## config.mk

```make
export PLATFORM = sky130hd
export DESIGN_NAME = frac_lut_cell
export DESIGN_NICKNAME = d
export VERILOG_FILES = /design/src/rtl/flc_pkg.sv /design/src/rtl/flc_rst_sync.sv /design/src/rtl/flc_lut_core.sv /design/src/rtl/flc_cfg_check.sv /design/src/rtl/flc_out_path.sv /design/src/rtl/frac_lut_cell.sv
export SDC_FILE = /design/constraint.sdc
export NUM_CORES = 1
export LEC_CHECK = 0
export BUFFER_PORTS_ARGS = -buffer_cell sky130_fd_sc_hd__clkbuf_2
export CAP_MARGIN = 20
export CORE_ASPECT_RATIO = 0.8
export CORE_MARGIN = 4
export CORE_UTILIZATION = 41
export CTS_CLUSTER_SIZE = 14
export DETAILED_ROUTE_END_ITERATION = 8
export PLACE_DENSITY = 0.79
export SETUP_SLACK_MARGIN = 0.5
export SLEW_MARGIN = 15
export SYNTH_ARGS = -nofsm -noshare
export SYNTH_HDL_FRONTEND = slang
export SYNTH_SLANG_ARGS = --single-unit
```

## constraint.sdc

```tcl
create_clock -name clk -period 1.9 [get_ports clk]
set_input_delay 0.095 -clock clk [delete_from_list [all_inputs] [get_ports clk]]
set_output_delay 0.095 -clock clk [all_outputs]
set_load 0.02 [all_outputs]
```

## src/rtl/flc_pkg.sv

```systemverilog
package flc_pkg;
  typedef enum logic [1:0] {
    MODE_FULL6   = 2'd0,
    MODE_DUAL5   = 2'd1,
    MODE_MIX45   = 2'd2,
    MODE_SHARED6 = 2'd3
  } cell_mode_e;

  typedef struct packed {
    logic f1;
    logic e1;
    logic f0;
    logic e0;
    logic d;
    logic c;
    logic b;
    logic a;
  } cell_in_t;
endpackage

```

## src/rtl/flc_rst_sync.sv

```systemverilog
module flc_rst_sync #(
  parameter int STAGES = 2
) (
  input  logic clk,
  input  logic rst_n,
  output logic rst_sync_n
);
  logic [STAGES-1:0] chain_q;
  logic [STAGES-1:0] chain_nxt;

  always_comb begin
    chain_nxt = {chain_q[STAGES-2:0], 1'b1};
  end

  always_ff @(posedge clk or negedge rst_n) begin
    if (!rst_n) chain_q <= '0;
    else        chain_q <= chain_nxt;
  end

  assign rst_sync_n = chain_q[STAGES-1];
endmodule

```

## src/rtl/flc_lut_core.sv

```systemverilog
module flc_lut_core
  import flc_pkg::*;
#(
  parameter int LUT_K = 6
) (
  input  logic [(1<<LUT_K)-1:0] mask,
  input  cell_mode_e            mode,
  input  logic                  pair_sel,
  input  logic                  share_b,
  input  cell_in_t              din,
  output logic [1:0]            y
);
  localparam int LUT_BITS  = 1 << LUT_K;
  localparam int HALF_BITS = LUT_BITS / 2;

  logic [HALF_BITS-1:0] tbl_lo;
  logic [HALF_BITS-1:0] tbl_hi;
  logic [5:0] idx_top6;
  logic [5:0] idx_bot6;
  logic [5:0] idx_full;
  logic [4:0] idx_lo5;
  logic [4:0] idx_hi5;
  logic [3:0] idx_hi4;
  logic       shared_line;
  logic       full_res;

  assign tbl_lo      = mask[HALF_BITS-1:0];
  assign tbl_hi      = mask[LUT_BITS-1:HALF_BITS];
  assign shared_line = share_b ? din.b : din.a;
  assign idx_top6    = {din.f0, din.e0, din.d, din.c, din.b, din.a};
  assign idx_bot6    = {din.f1, din.e1, din.d, din.c, din.b, din.a};
  assign idx_full    = pair_sel ? idx_bot6 : idx_top6;
  assign idx_lo5     = {din.e0, din.d, din.c, din.b, din.a};
  assign idx_hi5     = {din.f1, din.e1, din.f0, din.b, din.a};
  assign idx_hi4     = {din.f1, din.e1, din.f0, shared_line};
  assign full_res    = mask[idx_full];

  always_comb begin
    y = 2'b00;
    unique case (mode)
      MODE_FULL6: begin
        y[0] = full_res & ~pair_sel;
        y[1] = full_res &  pair_sel;
      end
      MODE_DUAL5: begin
        y[0] = tbl_lo[idx_lo5];
        y[1] = tbl_hi[idx_hi5];
      end
      MODE_MIX45: begin
        y[0] = tbl_lo[idx_lo5];
        y[1] = tbl_hi[{1'b0, idx_hi4}];
      end
      MODE_SHARED6: begin
        y[0] = mask[idx_top6];
        y[1] = mask[idx_bot6];
      end
      default: y = 2'b00;
    endcase
  end
endmodule

```

## src/rtl/flc_cfg_check.sv

```systemverilog
module flc_cfg_check
  import flc_pkg::*;
(
  input  cell_mode_e mode,
  input  logic       pair_sel,
  input  logic [1:0] bypass,
  input  logic [1:0] pack,
  output logic       err
);
  logic whole_mode;
  logic pack0_legal;
  logic pack1_legal;
  logic pack_bypass_clash;

  assign whole_mode        = (mode == MODE_FULL6);
  assign pack0_legal       = whole_mode & pair_sel;
  assign pack1_legal       = whole_mode & ~pair_sel & bypass[0];
  assign pack_bypass_clash = |(pack & bypass);

  always_comb begin
    err = 1'b0;
    if (pack[0] && !pack0_legal) err = 1'b1;
    if (pack[1] && !pack1_legal) err = 1'b1;
    if (pack_bypass_clash)       err = 1'b1;
  end
endmodule

```

## src/rtl/flc_out_path.sv

```systemverilog
module flc_out_path (
  input  logic clk,
  input  logic rst_n,
  input  logic d,
  input  logic bypass,
  input  logic kill,
  output logic q,
  output logic o
);
  logic q_en;
  logic q_nxt;

  assign q_en = ~bypass;

  always_comb begin
    q_nxt = q;
    if (q_en) q_nxt = d;
  end

  always_ff @(posedge clk or negedge rst_n) begin
    if (!rst_n) q <= 1'b0;
    else        q <= q_nxt;
  end

  always_comb begin
    if (kill)        o = 1'b0;
    else if (bypass) o = d;
    else             o = q;
  end
endmodule

```

## src/rtl/frac_lut_cell.sv

```systemverilog
module frac_lut_cell
  import flc_pkg::*;
#(
  parameter int LUT_K       = 6,
  parameter int SYNC_STAGES = 2
) (
  input  logic                  clk,
  input  logic                  rst_n,
  input  logic                  in_a,
  input  logic                  in_b,
  input  logic                  in_c,
  input  logic                  in_d,
  input  logic                  in_e0,
  input  logic                  in_f0,
  input  logic                  in_e1,
  input  logic                  in_f1,
  input  logic [(1<<LUT_K)-1:0] cfg_mask,
  input  logic [1:0]            cfg_mode,
  input  logic                  cfg_pair_sel,
  input  logic                  cfg_share_b,
  input  logic [1:0]            cfg_bypass,
  input  logic [1:0]            cfg_pack,
  output logic                  out_top,
  output logic                  out_bot,
  output logic                  cfg_err
);
  localparam int N_PATHS = 2;

  logic               rst_sync_n;
  cell_in_t           din;
  cell_mode_e         mode;
  logic [N_PATHS-1:0] lut_y;
  logic [N_PATHS-1:0] pack_src;
  logic [N_PATHS-1:0] path_d;
  logic [N_PATHS-1:0] path_q;
  logic [N_PATHS-1:0] path_o;

  assign din  = '{a: in_a, b: in_b, c: in_c, d: in_d,
                  e0: in_e0, f0: in_f0, e1: in_e1, f1: in_f1};
  assign mode = cell_mode_e'(cfg_mode);
  assign pack_src = {in_f1, in_e0};

  flc_rst_sync #(.STAGES(SYNC_STAGES)) u_rst_sync (
    .clk        (clk),
    .rst_n      (rst_n),
    .rst_sync_n (rst_sync_n)
  );

  flc_lut_core #(.LUT_K(LUT_K)) u_core (
    .mask     (cfg_mask),
    .mode     (mode),
    .pair_sel (cfg_pair_sel),
    .share_b  (cfg_share_b),
    .din      (din),
    .y        (lut_y)
  );

  flc_cfg_check u_check (
    .mode     (mode),
    .pair_sel (cfg_pair_sel),
    .bypass   (cfg_bypass),
    .pack     (cfg_pack),
    .err      (cfg_err)
  );

  for (genvar p = 0; p < N_PATHS; p++) begin : g_path
    assign path_d[p] = cfg_pack[p] ? pack_src[p] : lut_y[p];

    flc_out_path u_path (
      .clk    (clk),
      .rst_n  (rst_sync_n),
      .d      (path_d[p]),
      .bypass (cfg_bypass[p]),
      .kill   (cfg_err),
      .q      (path_q[p]),
      .o      (path_o[p])
    );
  end

  assign out_top = path_o[0];
  assign out_bot = path_o[1];
endmodule

```

After elaboration in Yosys (flattened, before gate mapping)
Cells that the tools add are included.
Storage, ports and cells
  register bits: 4
  bits in latches: 0
  RAM bits: 0
  bits in read-only memories: 0
  output and inout port bits: 3
  logic and storage cells: 49
  memories: 0
Operators by class
  add/sub/neg operators: 0
  multipliers: 0
  div/mod/pow operators: 0
  $lt $le $gt $ge: 6
  equal/unequal tests: 3
  shift operators: 0
  mux-type cells: 24
  bitwise gates (word level): 7
  reduce and logical (&&, ||, !) cells: 6
Operators with widths (count)
  $lt 6x7->1 const B: 3
  $bmux 1 s6: 3
  $mux 1: 16
  $lt 5x6->1 const B: 2
  $bmux 1 s5: 2
  $pmux 2 s4: 1
  $lt 4x6->1 const B: 1
  $mux 6: 1
  $and 1x1->1: 5
  $bmux 1 s4: 1
  $eq 2x2->1 const B: 2
  $and 2x2->2: 1
  $eq 2x1->1 const B: 1
  $logic_and 1x1->1: 2
  $logic_not 1->1: 2
  $logic_not 2->1: 1
  $reduce_or 2->1: 1
  $not 1->1: 1

Logic depth before layout (Yosys ltp)
  word-level depth: 8
  mapped depth: 10
  depth with buffers taken out: 7

Cells and area by module
From an unflattened synthesis, not the netlist that was laid out.
Unflattened totals
  cell total of the unflattened synthesis: 150
  area, all modules: 1606.5 sq um
Modules (own cells, without submodules)
  flc_lut_core: times used 1, cells each 132, area each 1376.3 sq um, sequential area each 0.0 sq um
  flc_out_path: times used 2, cells each 4, area each 53.8 sq um, sequential area each 25.0 sq um
  flc_rst_sync: times used 1, cells each 3, area each 53.8 sq um, sequential area each 50.0 sq um
  flc_cfg_check: times used 1, cells each 5, area each 38.8 sq um, sequential area each 0.0 sq um
  frac_lut_cell: times used 1, cells each 2, area each 30.0 sq um, sequential area each 0.0 sq um

Worst setup path after synthesis
No wires, ideal clock.
  kind: input to output
  start: input port in_b
  end: output port out_bot
  arrival: 2.059 ns
  data required time: 1.805 ns
  setup slack: -0.254 ns
  cell stages on the path: 9
  buffers on the path: 2
  path through: buf_6 -> buf_12 -> mux4_2 -> mux2i_1 -> a2bb2o_2 -> a311o_1 -> a41oi_2 -> nor4b_2 -> nor3_1
On the way
  longest elaborated chain between the ends: 8
Ends and longest elaborated chain
  start, declared: line frac_lut_cell.sv:10  | input logic in_b,
  $mux 6: line flc_lut_core.sv:32  | assign idx_full = pair_sel ? idx_bot6 : idx_top6;
  $bmux 1 s6: line flc_lut_core.sv:36  | assign full_res = mask[idx_full];
  $mux 1 (implied by the code): line flc_lut_core.sv:36
  $and 1x1->1: line flc_lut_core.sv:43  | y[1] = full_res & pair_sel;
  $pmux 2 s4 *: line flc_lut_core.sv:40  | unique case (mode)
  $mux 1 *: line frac_lut_cell.sv:67  | assign path_d[p] = cfg_pack[p] ? pack_src[p] : lut_y[p];
  $mux 1 *: line flc_out_path.sv:27  | else if (bypass) o = d;
  $mux 1 *: line flc_out_path.sv:26  | if (kill) o = 1'b0;
  end, declared: line frac_lut_cell.sv:24  | output logic out_bot,
Mark *: on every way between the ends. The rest lies on a longest branch, timed or not. The select of a mux whose other input is x is not followed.

Final worst setup path
  start: input port in_c
  end: output port out_bot
On the way
  longest elaborated chain between the ends: 8
Ends and longest elaborated chain
  start, declared: line frac_lut_cell.sv:11  | input logic in_c,
  $mux 6: line flc_lut_core.sv:32
  $bmux 1 s6: line flc_lut_core.sv:36
  $mux 1 (implied by the code): line flc_lut_core.sv:36
  $and 1x1->1: line flc_lut_core.sv:43
  $pmux 2 s4 *: line flc_lut_core.sv:40
  $mux 1 *: line frac_lut_cell.sv:67
  $mux 1 *: line flc_out_path.sv:27
  $mux 1 *: line flc_out_path.sv:26
Marked as above.

==> metrics list <==
- The flow ran to the end, but the final reports show violations.
- The checks that failed: setup timing.
- Traced cell by cell, the critical path runs through clkbuf_16, mux4_2, a22o_4, o21ai_2, a21oi_1, o311a_1, nor4b_2, nor3_2, buf_4.
- Crit-path max FO: 5
* Max stage delay cell, worst path: mux4_2
- Worst Skew: 0.00235 ns
- Global-route total usage across every layer: 21.6%
- Cell area after synthesis: 1480 sq um
- Worst min-delay path category: reg2async
* Ratio of final minimum period to clock period: 118%
- Clock-pin slew of the registers on the worst-case setup and hold paths: 0.03 ns
- CP Launch Type: primary input
- The design draws 824 uW.
* Leakage power of the design: 1.03 nW
* Portion of synthesized cell area occupied by the leading cell type: 38.0%
- The smallest clock period supported by the final layout is computed as 2.24 ns.
- Mapped Cells: 140
- Layout filler cell count: 260
- Die area: 4640 sq um
- Buffers from clock root to sink, at most: 2
* Warnings from Yosys: 0
- Count of unique library cells instantiated by Yosys: 47
- Count of nets left with antenna violations after detail routing: 0
- Gr ovfl total: 0
* Top area cells in the synthesized netlist: mux4_2, dfrtp_1, mux2i_1
* Unrepaired setup endpoints after global routing: true
* Clock tree from TritonCTS: built
* Final net count: 324
* Total number of vias: 1731
* Most instantiated flip-flop cell in the synthesis netlist: dfrtp_1
- Max-cap violations in this run came to 0.
- Count of input and output buffers: 84
- TritonCTS created 3 clock buffers.
- Using the TritonRoute via totals, the vias-per-cell ratio works out to 6.14.
- Maximum number of pins on one net before global-route repair: 13
- For this block, the initial DRC count from the detailed router was 167.
- At the worst endpoint, the required time is 1.80 ns.
- IR analysis of the VDD net gives a maximum drop of 0.000234 V.
* Number of flops mapped to enable cells by yosys: 0
- Async set-reset flop share out of synthesis: 100%
- Counting flops and latches in the post-synthesis netlist gives 4.
- For the final routed database, the setup TNS stands at -0.841 ns.
- Number of nets produced by synthesis: 222
- For this run, design rule violations remaining after detail routing come to 0.
* Sequential-to-total area share from yosys stat: 6.76%
* RD Place Congestion: 0.910
- Summing all flip-flop and latch instances after layout gives 100 sq um.
- Number of clock sinks: 4
* Finish-stage setup viols: 4
* Critical path capture point type: output pin
- Clk_lat worst skew: 0.21 ns
- In this run the number of H-tree levels came out at 1.
- In this run the horizontal extent of the chip is 75.2 microns.
* Data arrival time at the worst-slack endpoint: 2.14 ns
* Average size of a mapped cell: 10.6 sq um
* Footprint of the multi-input gates: 1340 sq um
- Smallest setup slack after layout: -0.335 ns
- The cell sitting at the root of the clock tree is a clkbuf_8.
- Wire per inst: 18.4 microns
- Core Rows: 19
- I/O Pins: 85
- Hpwl dp: 4.06 mm
* Global-route wire length before repair: 7.55 mm
* 1st-pass router iterations: 4
- The critical path in this run is classified as in2out.
* Area growth from synthesis to layout: 53.7%
* Initial Utilization: 42.9%
- The number of pins exceeding their max-slew limit in the final report came to 0.
* Number of inserted diodes: 0
* CP max stage delay: 0.51 ns
- Proportion of layout cells with a drive suffix above 1: 67.1%
- Die Ht: 61.7 microns
- The initial antenna violation count came to 0.
- In this run the power density over the cells is 362 nW/um^2.
- Final wirelength: 5.20 mm
- Number of global-route vias before repair: 1631
- The floorplan step defined a core boundary enclosing 3450 sq um.
- Highest clock frequency the design can meet: 447 MHz
- Worst hold slack across all endpoints: 0.0175 ns
- Fin. Hold Viols: 0
* Synth area leader: mux4_2
## through the flow
| stage | area (sq um) | instances | setup WS [ns] | utilization (%) |
|---|---|---|---|---|
| 4_1_cts | 2200 | 281 | -0.335 | 63.9 |
| 3_3_place_gp | 2010 | 272 | -0.451 | 58.3 |
| 3_5_place_dp | 2010 | 272 | -0.496 | 58.3 |
| 6_report | 2270 | 282 | -0.335 | 66.0 |
| 2_1_floorplan | 1510 | 140 | -0.116 | - |
| 5_1_grt | 2270 | 282 | -0.391 | 66.0 |
## metal layers
layer	vias up	share of wire [%]	wire, microns	global-route usage [%]
li1	785	-	-	-
met1	816	37	1930	28.0
met2	116	50	2620	37.1
met3	14	10	527	3.38
met4	0	2.4	127	7.98
met5	-	0	0	0
## sequential cells by signal, summed over array words and instances (netlist names)
signal and flops:
g_path.u_path.q 2, u_rst_sync.chain_q 2
## cell type report
cell class | instances | share of cell area [%]
clock buffers | 3 | 1.82
inverters | 7 | 1.16
multi-input cells | 116 | 59.1
flip-flops and latches | 4 | 4.40
well taps | 42 | 2.31
repair buffers | 110 | 31.2
## report_power, final
group | leakage (nW) | internal [mW] | switching, mW
sequential | 0.0469 | 0.0946 | 0.00435
combinational | 0.964 | 0.311 | 0.239
clock | 0.0216 | 0.135 | 0.0407
total | 1.03 | 0.540 | 0.284
## worst max-delay path, delay by kind of cell
family                 cells  cell delay [ns]
and+or+nand+nor            2             0.38
muxes                      1             0.51
buffers and inverters      2             0.27
AOI/OAI and AO/OA          4             0.89
## cells by family after synthesis
group           synth area share, %
other cells                   0.253
flops                          6.76
simple gates                   12.8
compound gates                 20.9
buf+inv                        9.04
mux                            50.2
## cells in the final DEF (no fill, tap or decap), types with 4 or more instances in the layout
master    instances
clkbuf_2         78
mux4_2           27
buf_4            22
nor2_1            8
nand2_1           7
mux2i_1           7
inv_1             7
nor2b_1           5
nand3_1           4
a21oi_1           4
clkbuf_8          4
dfrtp_1           4
## cell usage after synthesis, drive strengths merged, types with 2 or more instances
library cell and count:
mux4 27, buf 12, nor2 11, mux2i 9, inv 7, nand2 7
nor2b 6, o21ai 6, a21oi 5, a22o 4, a22oi 4, dfrtp 4
nand3 4, a311oi 3, and2 3, mux2 3, o31ai 3, a2111oi 2
nor3 2, nor4 2, o21bai 2
## path summary, 6_finish.rpt
kind                                       startpoint                     to  slack (ns)  depth (start not counted)
max in group asynchronous                       rst_n  u_rst_sync.chain_q[0]        1.60                          2
worst max register to register     g_path[0].u_path.q     g_path[0].u_path.q        1.16                          1
worst min-delay path            u_rst_sync.chain_q[1]     g_path[1].u_path.q        0.02                          0
min in group clk                        cfg_bypass[1]     g_path[1].u_path.q        0.13                          2
worst max-delay path                             in_c                out_bot       -0.34                          9
worst min register to register  u_rst_sync.chain_q[1]     g_path[1].u_path.q        0.02                          0
## timing repair
| action | CTS | global route |
|---|---|---|
| gates resized for setup | 23 | 15 |
| endpoints found under the setup margin | 4 | 4 |
| pin swaps | 14 | 11 |
| hold endpoints to repair | 2 | 0 |
| gates cloned | 0 | 1 |
| hold buffers | 1 | 0 |
| buffers inserted | 5 | 0 |
No activity file was read; power rests on OpenSTA's default activity.
